===== src/rtl/shm_pkg.sv =====
package shm_pkg;
  typedef enum logic [1:0] {
    CLS_HIT   = 2'b00,
    CLS_OTHER = 2'b01,
    CLS_TRUE  = 2'b10,
    CLS_FALSE = 2'b11
  } shm_cls_e;

  localparam int unsigned PORTS = 2;
endpackage


===== src/rtl/shm_cache_bank.sv =====
module shm_cache_bank
  import shm_pkg::*;
#(
  parameter int unsigned ADDR_W     = 16,
  parameter int unsigned LINES      = 4,
  parameter int unsigned LINE_BYTES = 32,
  parameter int unsigned ELEM_BYTES = 8
) (
  input  logic              clk,
  input  logic              rst_n,
  input  logic              loc_vld,
  input  logic [ADDR_W-1:0] loc_addr,
  input  logic              rem_vld,
  input  logic [ADDR_W-1:0] rem_addr,
  output shm_cls_e          loc_cls,
  output logic [LINES-1:0]  line_live
);
  localparam int unsigned OFF_W = $clog2(LINE_BYTES);
  localparam int unsigned EB_W  = $clog2(ELEM_BYTES);
  localparam int unsigned ELEMS = LINE_BYTES / ELEM_BYTES;
  localparam int unsigned EL_W  = $clog2(ELEMS);
  localparam int unsigned IDX_W = $clog2(LINES);
  localparam int unsigned TAG_W = ADDR_W - OFF_W - IDX_W;

  function automatic logic [IDX_W-1:0] idx_of(input logic [ADDR_W-1:0] a);
    return a[OFF_W +: IDX_W];
  endfunction

  function automatic logic [TAG_W-1:0] tag_of(input logic [ADDR_W-1:0] a);
    return a[ADDR_W-1 -: TAG_W];
  endfunction

  function automatic logic [ELEMS-1:0] elem_bit(input logic [ADDR_W-1:0] a);
    logic [EL_W-1:0] e;
    e = a[EB_W +: EL_W];
    return ELEMS'(1) << e;
  endfunction

  logic             vld_q [LINES];
  logic             inv_q [LINES];
  logic [TAG_W-1:0] tag_q [LINES];
  logic [ELEMS-1:0] msk_q [LINES];

  logic             vld_d [LINES];
  logic             inv_d [LINES];
  logic [TAG_W-1:0] tag_d [LINES];
  logic [ELEMS-1:0] msk_d [LINES];

  logic [IDX_W-1:0] lidx, ridx;
  logic [TAG_W-1:0] ltag, rtag;
  logic [ELEMS-1:0] lbit, rbit;
  logic             loc_hit, loc_coh, rem_inval_ev, rem_tag_seen, same_idx;

  assign lidx = idx_of(loc_addr);
  assign ltag = tag_of(loc_addr);
  assign lbit = elem_bit(loc_addr);
  assign ridx = idx_of(rem_addr);
  assign rtag = tag_of(rem_addr);
  assign rbit = elem_bit(rem_addr);

  assign loc_hit      = vld_q[lidx] && (tag_q[lidx] == ltag);
  assign loc_coh      = !loc_hit && inv_q[lidx] && (tag_q[lidx] == ltag);
  assign rem_inval_ev = rem_vld && vld_q[ridx] && (tag_q[ridx] == rtag);
  assign rem_tag_seen = (vld_q[ridx] || inv_q[ridx]) && (tag_q[ridx] == rtag);
  assign same_idx     = loc_vld && (lidx == ridx);

  always_comb begin
    if (loc_hit)                      loc_cls = CLS_HIT;
    else if (loc_coh && |(msk_q[lidx] & lbit)) loc_cls = CLS_TRUE;
    else if (loc_coh)                 loc_cls = CLS_FALSE;
    else                              loc_cls = CLS_OTHER;
  end

  always_comb begin
    for (int i = 0; i < LINES; i++) begin
      vld_d[i] = vld_q[i];
      inv_d[i] = inv_q[i];
      tag_d[i] = tag_q[i];
      msk_d[i] = msk_q[i];
      if (loc_vld && (lidx == IDX_W'(i)) && !loc_hit) begin
        vld_d[i] = 1'b1;
        inv_d[i] = 1'b0;
        tag_d[i] = ltag;
        msk_d[i] = '0;
      end
      if (rem_vld && (ridx == IDX_W'(i)) && (tag_d[i] == rtag)) begin
        if (vld_d[i]) begin
          vld_d[i] = 1'b0;
          inv_d[i] = 1'b1;
          msk_d[i] = rbit;
        end else if (inv_d[i]) begin
          msk_d[i] = msk_d[i] | rbit;
        end
      end
    end
  end

  always_ff @(posedge clk) begin
    if (!rst_n) begin
      for (int i = 0; i < LINES; i++) begin
        vld_q[i] <= 1'b0;
        inv_q[i] <= 1'b0;
        tag_q[i] <= '0;
        msk_q[i] <= '0;
      end
    end else begin
      for (int i = 0; i < LINES; i++) begin
        vld_q[i] <= vld_d[i];
        inv_q[i] <= inv_d[i];
        tag_q[i] <= tag_d[i];
        msk_q[i] <= msk_d[i];
      end
    end
  end

  always_comb begin
    for (int i = 0; i < LINES; i++) line_live[i] = vld_q[i];
  end

  assert_fill_installs_R3: assert property (@(posedge clk) disable iff (!rst_n)
    (loc_vld && !(rem_vld && (ridx == lidx))) |=> (vld_q[$past(lidx)] && (tag_q[$past(lidx)] == $past(ltag))));

  assert_remote_invalidates_R4: assert property (@(posedge clk) disable iff (!rst_n)
    (rem_inval_ev && !same_idx) |=> (!vld_q[$past(ridx)] && inv_q[$past(ridx)] && (msk_q[$past(ridx)] == $past(rbit))));

  assert_mask_grows_R7: assert property (@(posedge clk) disable iff (!rst_n)
    (rem_vld && inv_q[ridx] && (tag_q[ridx] == rtag) && !same_idx) |=> ((msk_q[$past(ridx)] & $past(rbit)) == $past(rbit)));

  assert_foreign_ignored_R9: assert property (@(posedge clk) disable iff (!rst_n)
    (rem_vld && !rem_tag_seen && !same_idx) |=> ((vld_q[$past(ridx)] == $past(vld_q[ridx])) &&
      (inv_q[$past(ridx)] == $past(inv_q[ridx])) && (msk_q[$past(ridx)] == $past(msk_q[ridx]))));

  assert_flag_consistent_R8: assert property (@(posedge clk) disable iff (!rst_n)
    1'b1 |=> (!(vld_q[$past(lidx)] && inv_q[$past(lidx)]) && (inv_q[$past(lidx)] == (msk_q[$past(lidx)] != '0))));
endmodule


===== src/rtl/shm_result_reg.sv =====
module shm_result_reg
  import shm_pkg::*;
(
  input  logic     clk,
  input  logic     rst_n,
  input  logic     in_vld,
  input  shm_cls_e in_cls,
  output logic     out_vld,
  output shm_cls_e out_cls
);
  always_ff @(posedge clk) begin
    if (!rst_n) begin
      out_vld <= 1'b0;
      out_cls <= CLS_HIT;
    end else begin
      out_vld <= in_vld;
      out_cls <= in_vld ? in_cls : CLS_HIT;
    end
  end

  assert_res_follows_req_R2: assert property (@(posedge clk) disable iff (!rst_n)
    1'b1 |=> (out_vld == $past(in_vld)));

  assert_idle_class_zero_R2: assert property (@(posedge clk) disable iff (!rst_n)
    !out_vld |-> (out_cls == CLS_HIT));
endmodule


===== src/rtl/sharing_miss_classifier.sv =====
module sharing_miss_classifier
  import shm_pkg::*;
#(
  parameter int unsigned ADDR_W     = 16,
  parameter int unsigned LINES      = 4,
  parameter int unsigned LINE_BYTES = 32,
  parameter int unsigned ELEM_BYTES = 8
) (
  input  logic              clk,
  input  logic              rst_n,
  input  logic              p0_req_vld,
  input  logic              p0_req_wr,
  input  logic [ADDR_W-1:0] p0_req_addr,
  input  logic              p1_req_vld,
  input  logic              p1_req_wr,
  input  logic [ADDR_W-1:0] p1_req_addr,
  output logic              p0_res_vld,
  output logic [1:0]        p0_res_cls,
  output logic              p1_res_vld,
  output logic [1:0]        p1_res_cls
);
  localparam int unsigned OFF_W = $clog2(LINE_BYTES);
  localparam int unsigned IDX_W = $clog2(LINES);

  logic              req_vld [PORTS];
  logic              req_wr  [PORTS];
  logic [ADDR_W-1:0] req_addr[PORTS];
  logic              rem_en  [PORTS];
  logic              res_vld [PORTS];
  shm_cls_e          res_cls [PORTS];
  shm_cls_e          look_cls[PORTS];
  logic [LINES-1:0]  live    [PORTS];
  logic              wr_ev   [PORTS];
  logic              same_line, dual_write_ev;
  logic [IDX_W-1:0]  p0_idx;

  assign req_vld[0]  = p0_req_vld;
  assign req_wr[0]   = p0_req_wr;
  assign req_addr[0] = p0_req_addr;
  assign req_vld[1]  = p1_req_vld;
  assign req_wr[1]   = p1_req_wr;
  assign req_addr[1] = p1_req_addr;

  assign wr_ev[0]      = p0_req_vld && p0_req_wr;
  assign wr_ev[1]      = p1_req_vld && p1_req_wr;
  assign same_line     = (p0_req_addr[ADDR_W-1:OFF_W] == p1_req_addr[ADDR_W-1:OFF_W]);
  assign dual_write_ev = wr_ev[0] && wr_ev[1] && same_line;
  assign p0_idx        = p0_req_addr[OFF_W +: IDX_W];

  // Port 0 wins a same-line dual write: port 1's write does not reach bank 0.
  assign rem_en[0] = wr_ev[1] && !dual_write_ev;
  assign rem_en[1] = wr_ev[0];

  for (genvar g = 0; g < PORTS; g++) begin : g_port
    shm_cache_bank #(
      .ADDR_W(ADDR_W), .LINES(LINES), .LINE_BYTES(LINE_BYTES), .ELEM_BYTES(ELEM_BYTES)
    ) bank_i (
      .clk(clk), .rst_n(rst_n),
      .loc_vld(req_vld[g]), .loc_addr(req_addr[g]),
      .rem_vld(rem_en[g]), .rem_addr(req_addr[PORTS-1-g]),
      .loc_cls(look_cls[g]), .line_live(live[g])
    );
    shm_result_reg res_i (
      .clk(clk), .rst_n(rst_n),
      .in_vld(req_vld[g]), .in_cls(look_cls[g]),
      .out_vld(res_vld[g]), .out_cls(res_cls[g])
    );
  end

  assign p0_res_vld = res_vld[0];
  assign p0_res_cls = res_cls[0];
  assign p1_res_vld = res_vld[1];
  assign p1_res_cls = res_cls[1];

  assert_p0_priority_R10: assert property (@(posedge clk) disable iff (!rst_n)
    dual_write_ev |=> (live[0][$past(p0_idx)] && !live[1][$past(p0_idx)]));

  assert_reset_quiet_R1: assert property (@(posedge clk)
    !rst_n |=> (!p0_res_vld && !p1_res_vld && p0_res_cls == 2'b00 && p1_res_cls == 2'b00));
endmodule


===== config.mk =====
export PLATFORM = sky130hd
export DESIGN_NAME = sharing_miss_classifier
export DESIGN_NICKNAME = d
export VERILOG_FILES = /design/src/rtl/shm_pkg.sv /design/src/rtl/shm_cache_bank.sv /design/src/rtl/shm_result_reg.sv /design/src/rtl/sharing_miss_classifier.sv
export SDC_FILE = /design/constraint.sdc
export NUM_CORES = 1
export LEC_CHECK = 0
export BUFFER_PORTS_ARGS = -buffer_cell sky130_fd_sc_hd__buf_4
export CORE_ASPECT_RATIO = 1.75
export CORE_MARGIN = 2
export CORE_UTILIZATION = 55
export DETAILED_ROUTE_END_ITERATION = 8
export PLACE_DENSITY = 0.73
export SETUP_SLACK_MARGIN = 0.5
export SLEW_MARGIN = 10
export SYNTH_ARGS = -nofsm -noshare
export SYNTH_HDL_FRONTEND = slang
export SYNTH_SLANG_ARGS = --single-unit

===== constraint.sdc =====
create_clock -name clk -period 5 [get_ports clk]
set_input_delay 1.25 -clock clk [delete_from_list [all_inputs] [get_ports clk]]
set_output_delay 1.25 -clock clk [all_outputs]
set_load 0.05 [all_outputs]

; Word level (Yosys, flattened, before mapping)
; Memory sizes are Yosys's and may differ from the RTL's.
; Index checks and enable logic that the tools add are counted.
[op_classes]
bitwise_logic = 45
shifts = 2
eq_ne = 17
reduce_logical = 56
mux = 118
[op_table]
columns = operator, count
row1 = 4-bit two-way mux, 40
row2 = 9-bit two-way mux, 16
row3 = 9-bit equality test, 10
row4 = 1-bit two-way mux, 58
row5 = 1-bit logical AND, 45
row6 = 1-bit OR, 32
row7 = 4-bit OR, 8
row8 = 4-bit OR reduction, 4
row9 = 11-bit equality test, 1
row10 = 4-bit bitwise AND, 2
row11 = "2-bit equality test, second input constant", 4
row12 = 2-bit two-way mux, 4
row13 = "1-bit by 2-bit << shifter with 4-bit output, first input constant", 2
row14 = 3-bit OR reduction, 2
row15 = "2-bit by 1-bit equality test with 1-bit output, second input constant", 2
row16 = 2-bit zero test, 2
row17 = 1-bit zero test, 3
row18 = 1-bit inverter, 3
[word_totals]
mem_bits_rw = 120
word_cells = 252
out_inout_bits = 6
n_memories = 8
reg_bits = 6
inputBits = 38
[memory_table]
columns = name, depth, width, read_ports, rd_ports_with_merged_regs, wr, line_no
row1 = g_port[0].bank_i.tag_q, 4, 9, 5, 0, 4, shm_cache_bank.sv:41  ; logic [TAG_W-1:0] tag_q [LINES];
row2 = g_port[1].bank_i.tag_q, 4, 9, 5, 0, 4, shm_cache_bank.sv:41
row3 = g_port[0].bank_i.msk_q, 4, 4, 5, 0, 4, shm_cache_bank.sv:42  ; logic [ELEMS-1:0] msk_q [LINES];
row4 = g_port[1].bank_i.msk_q, 4, 4, 5, 0, 4, shm_cache_bank.sv:42
row5 = g_port[0].bank_i.inv_q, 4, 1, 5, 0, 4, shm_cache_bank.sv:40  ; logic inv_q [LINES];
row6 = g_port[0].bank_i.vld_q, 4, 1, 5, 0, 4, shm_cache_bank.sv:39  ; logic vld_q [LINES];
row7 = +2 memories, n/a, n/a, n/a, n/a, n/a, n/a

; Longest topological paths before layout
; An unclocked memory read counts as a cell.
[depth]
word_depth = 11
depth_mapped = 14
depth_no_buf = 10

; Hierarchy
; A second synthesis with hierarchy kept.
[unflattened]
hier_cells = 935
area_unflattened_um2 = 8305.5
[modules_own_cells]
columns = mod, cells_each, area_per_inst_um2, instances, seq_area_each_um2
row1 = shm_cache_bank at g_port[1].bank_i, 458, 4036.4, 1, 1201.2
row2 = shm_cache_bank at g_port[0].bank_i, 447, 3977.6, 1, 1201.2
row3 = shm_result_reg, 6, 78.8, 2, 60.1
row4 = sharing_miss_classifier, 18, 133.9, 1, 0.0

; Worst setup path before layout
; No wires, ideal clock.
[synth_path]
kind = input port to flip-flop
startpoint = input port p1_req_addr[5]
endpoint = memory g_port[1].bank_i.msk_q[1][0] in the netlist's numbering
slack_ns = 0.862
arrival_ns = 4.066
cell_stages = 11
setup_ns = 0.072
required_ns = 4.928
path_cell_list = buf_2 -> mux4_2 -> xor2_1 -> nor4_1 -> o211ai_1 -> nor2_2 -> a21oi_2 -> a2111oi_0 -> a21oi_1 -> a2111oi_4 -> mux2i_1
[synth_lines]
columns = element, line_no
row1 = "start, declared", sharing_miss_classifier.sv:16  ; input logic [ADDR_W-1:0] p1_req_addr,
row2 = "end, declared", shm_cache_bank.sv:42

==> results.cfg <==
[run_status]
status = finished, final reports clean

[logic_synthesis]
syn_avg_cell_area_sq_um = 8.34
ys_ff_latch = 126
synth.distinct_cells = 64
synth_edf_count = 0
ys.flop_type = dfxtp_1
synth_area_sq_um = 7670
ys_async_sr_fraction = 0
synth_cells = 920
yosysSeqAreaShare = 0.329
synth_nets = 958
yosysWarnings = 0

[worst_setup_path]
crit_cells = 12
regToRegEndpoint = g_port[1].bank_i.msk_q[1][2]
cp-startpoint = p1_req_addr[5]
crit_family = compound AO/OA/AOI/OAI gates
startpoint_type = input port
cp-end-kind = flip-flop
path_max_fanout = 6
path_class = in -> reg
required_ps = 5340
crit_end = g_port[1].bank_i.msk_q[1][2]
crit_top_cell = buf_4
slowest_delay_ps = 540
path_buf_inv = 2
r2r_slack_ps = 1220
worst_path_max_delay_cell = nor4_1
r2r_start = g_port[1].bank_i.tag_q[1][3]
reg2reg_depth = 11
crit_chain = buf_4 > mux4_2 > xor2_1 > nor4_1 > o211ai_1 > nor2_2 > a21oi_2 > a2111oi_0 > a21oi_1 > a2111oi_4 > buf_4 > mux2i_1
arrival_ps = 4800

[final_layout]
areaGrowthSynthToFinish_pct = 14.4
diodes = 0
nFillCells = 1243
layout.nets = 987
drive_gt1_frac = 0.149
stdcell_area_sq_um = 8780

[detailed_routing]
wire_per_inst_microns = 21.9
drt_wl_total_mm = 24.9
vias = 7120
drt_iter0_markers = 480
drcViolationCount = 0
vias_per_cell = 6.25
ant_nets = 0
dr.pass1.iters = 7

[floorplanning]
core_region_area_sq_um = 13800
ioPinCount = 44
rows = 57
die_x_microns = 93.3
start_util = 0.558
die_height_microns = 160
dieArea_sq_um = 15000

[placement]
post-place-ws_ps = 268
gp_congestion = 0.989
io_buffers = 37
hpwl_mm = 17.9
place_area_sq_um = 8170

[sta]
fmax_mhz = 224
timing.final.ws_setup_ps = 543
worst_pin_slew_ps = 786
rsz0062_at_grt = no
drv_slew = 0
finalClockSkew_ps = 7.43
setup-violations-final = 0
max_slew_margin = 0.473
whs_ps = 484
fin_setup_tns_ps = 0
final.min_clock_period_ps = 4460
fin_crit_sh = 0.891
hold_violations = 0

[pwr]
total_power_w = 0.00272
p_seq_frac = 0.386
ir_worst_vdd_mv = 0.240
p_per_area_nw_per_um2 = 310
p_switching_w = 0.000753
p_leak_nw = 3.37
intPower_w = 0.00197
p_clk_frac = 0.474
p_comb_frac = 0.140
netSwitchingFraction = 0.277

[clock_network]
ctsResizeCount = 0
h-tree-depth = 4
clock_latency_ps = 410
cts_tree = built
cts_root_buffer = clkbuf_16
clock-sinks = 126
cts.reportedPaths.clkPinSlew_ps = 60
cts_setup_buffers = 0
cts_buffer_depth = 2
cts_made_buffers = 17
ctsHoldBuffers = 0

[hold_path]
whs_path_depth = 2
min_path_type = reg -> reg
worstHoldStart = g_port[0].bank_i.inv_q[2]

[grt]
grt_pass1_vias = 7242
grt_overflow = 0
grt_use_total = 0.341
grt_max_degree = 59
antenna_found_initial = 0
grt_pass1_wl_mm = 39.0

[job]
cap_violations = 0
-- placed cells by master, fill, tap and decap left out, drive strengths merged, types with 14 or more instances in the layout --
cell type	count
a21oi	67
clkbuf	20
inv	31
nand2	104
nor2	103
nand2b	17
nand3	31
nor2b	19
dfxtp	126
xnor2	51
mux4	21
mux2i	76
nor3	29
buf	73
o21ai	35
o2bb2ai	19
nand3b	14
xor2	25
-- per-stage QoR --
step                       util  instances
after global placement    0.594       1107
final                     0.638       1139
after CTS                 0.638       1139
after detailed placement  0.594       1107
after floorplan               -        920
after global routing      0.638       1139
-- cell usage after synthesis, drive strengths merged (26+ instances only) --
master | count | area, sq um
buf | 26 | 139
xnor2 | 51 | 454
nor3 | 29 | 145
nand3 | 31 | 155
inv | 28 | 105
a21oi | 67 | 339
dfxtp | 126 | 2520
clkbuf | 37 | 139
nand2 | 104 | 398
mux2i | 76 | 761
o21ai | 35 | 175
nor2 | 103 | 389
-- routing by layer --
layer / track usage / wire length, microns / vias to the layer above
met2: 0.577 / 12400 / 335
met1: 0.380 / 8950 / 3368
met3: 0.0434 / 1420 / 121
met5: 0 / 0 / -
met4: 0.262 / 2130 / 0
li1: - / - / 3296
-- flip-flops by register name, indices dropped and copies added, names as in the netlist --
signal                flops
g_port.res_i.out_vld      2
g_port.bank_i.inv_q       8
g_port.bank_i.tag_q      72
g_port.res_i.out_cls      4
g_port.bank_i.vld_q       8
g_port.bank_i.msk_q      32
-- cells by family (layout without fill, tap and decap cells) --
group,Yosys count,after routing,synth area share
flops,126,126,0.329
simple gates,362,362,0.226
compound gates,164,164,0.142
buf+inv,92,134,0.0504
xor+xnor,76,76,0.0877
mux,100,100,0.165
-- cell type report --
| cell class | instances | area, sq um | share of cell area |
|---|---|---|---|
| tap | 177 | 221 | 0.0252 |
| timing repair buffer | 73 | 548 | 0.0624 |
| clock buffer | 20 | 447 | 0.0509 |
| sequential | 126 | 2520 | 0.287 |
| multi-input combinational | 702 | 4770 | 0.543 |
| inverter | 29 | 109 | 0.0124 |
| clock inverter | 12 | 160 | 0.0182 |
-- worst min-delay path by stage --
stage / end / slack, ps
floorplan: g_port[0].bank_i.inv_q[2] / 440
global placement: g_port[0].bank_i.inv_q[3] / 460
detailed placement: g_port[0].bank_i.tag_q[3][4] / 470
CTS: g_port[0].bank_i.tag_q[3][4] / 480
global route: g_port[0].bank_i.tag_q[1][6] / 510
finish: g_port[0].bank_i.inv_q[2] / 480
-- worst min-delay path, cell delays in order, from the launching register on --
cell	delay, ps
dfxtp_1	330
nand2_1	60
a21oi_1	50
-- power groups by stage --
stage	clock network (W)	registers, W	logic, W
6_report	0.00129	0.00105	0.000382
5_1_grt	0.00134	0.00105	0.000406
4_1_cts	0.00130	0.00105	0.000373
3_5_place_dp	0	0.00107	0.000371
3_3_place_gp	0	0.00107	0.000369
2_1_floorplan	0	0.00107	0.000249
No activity file was read; power rests on OpenSTA's default activity.
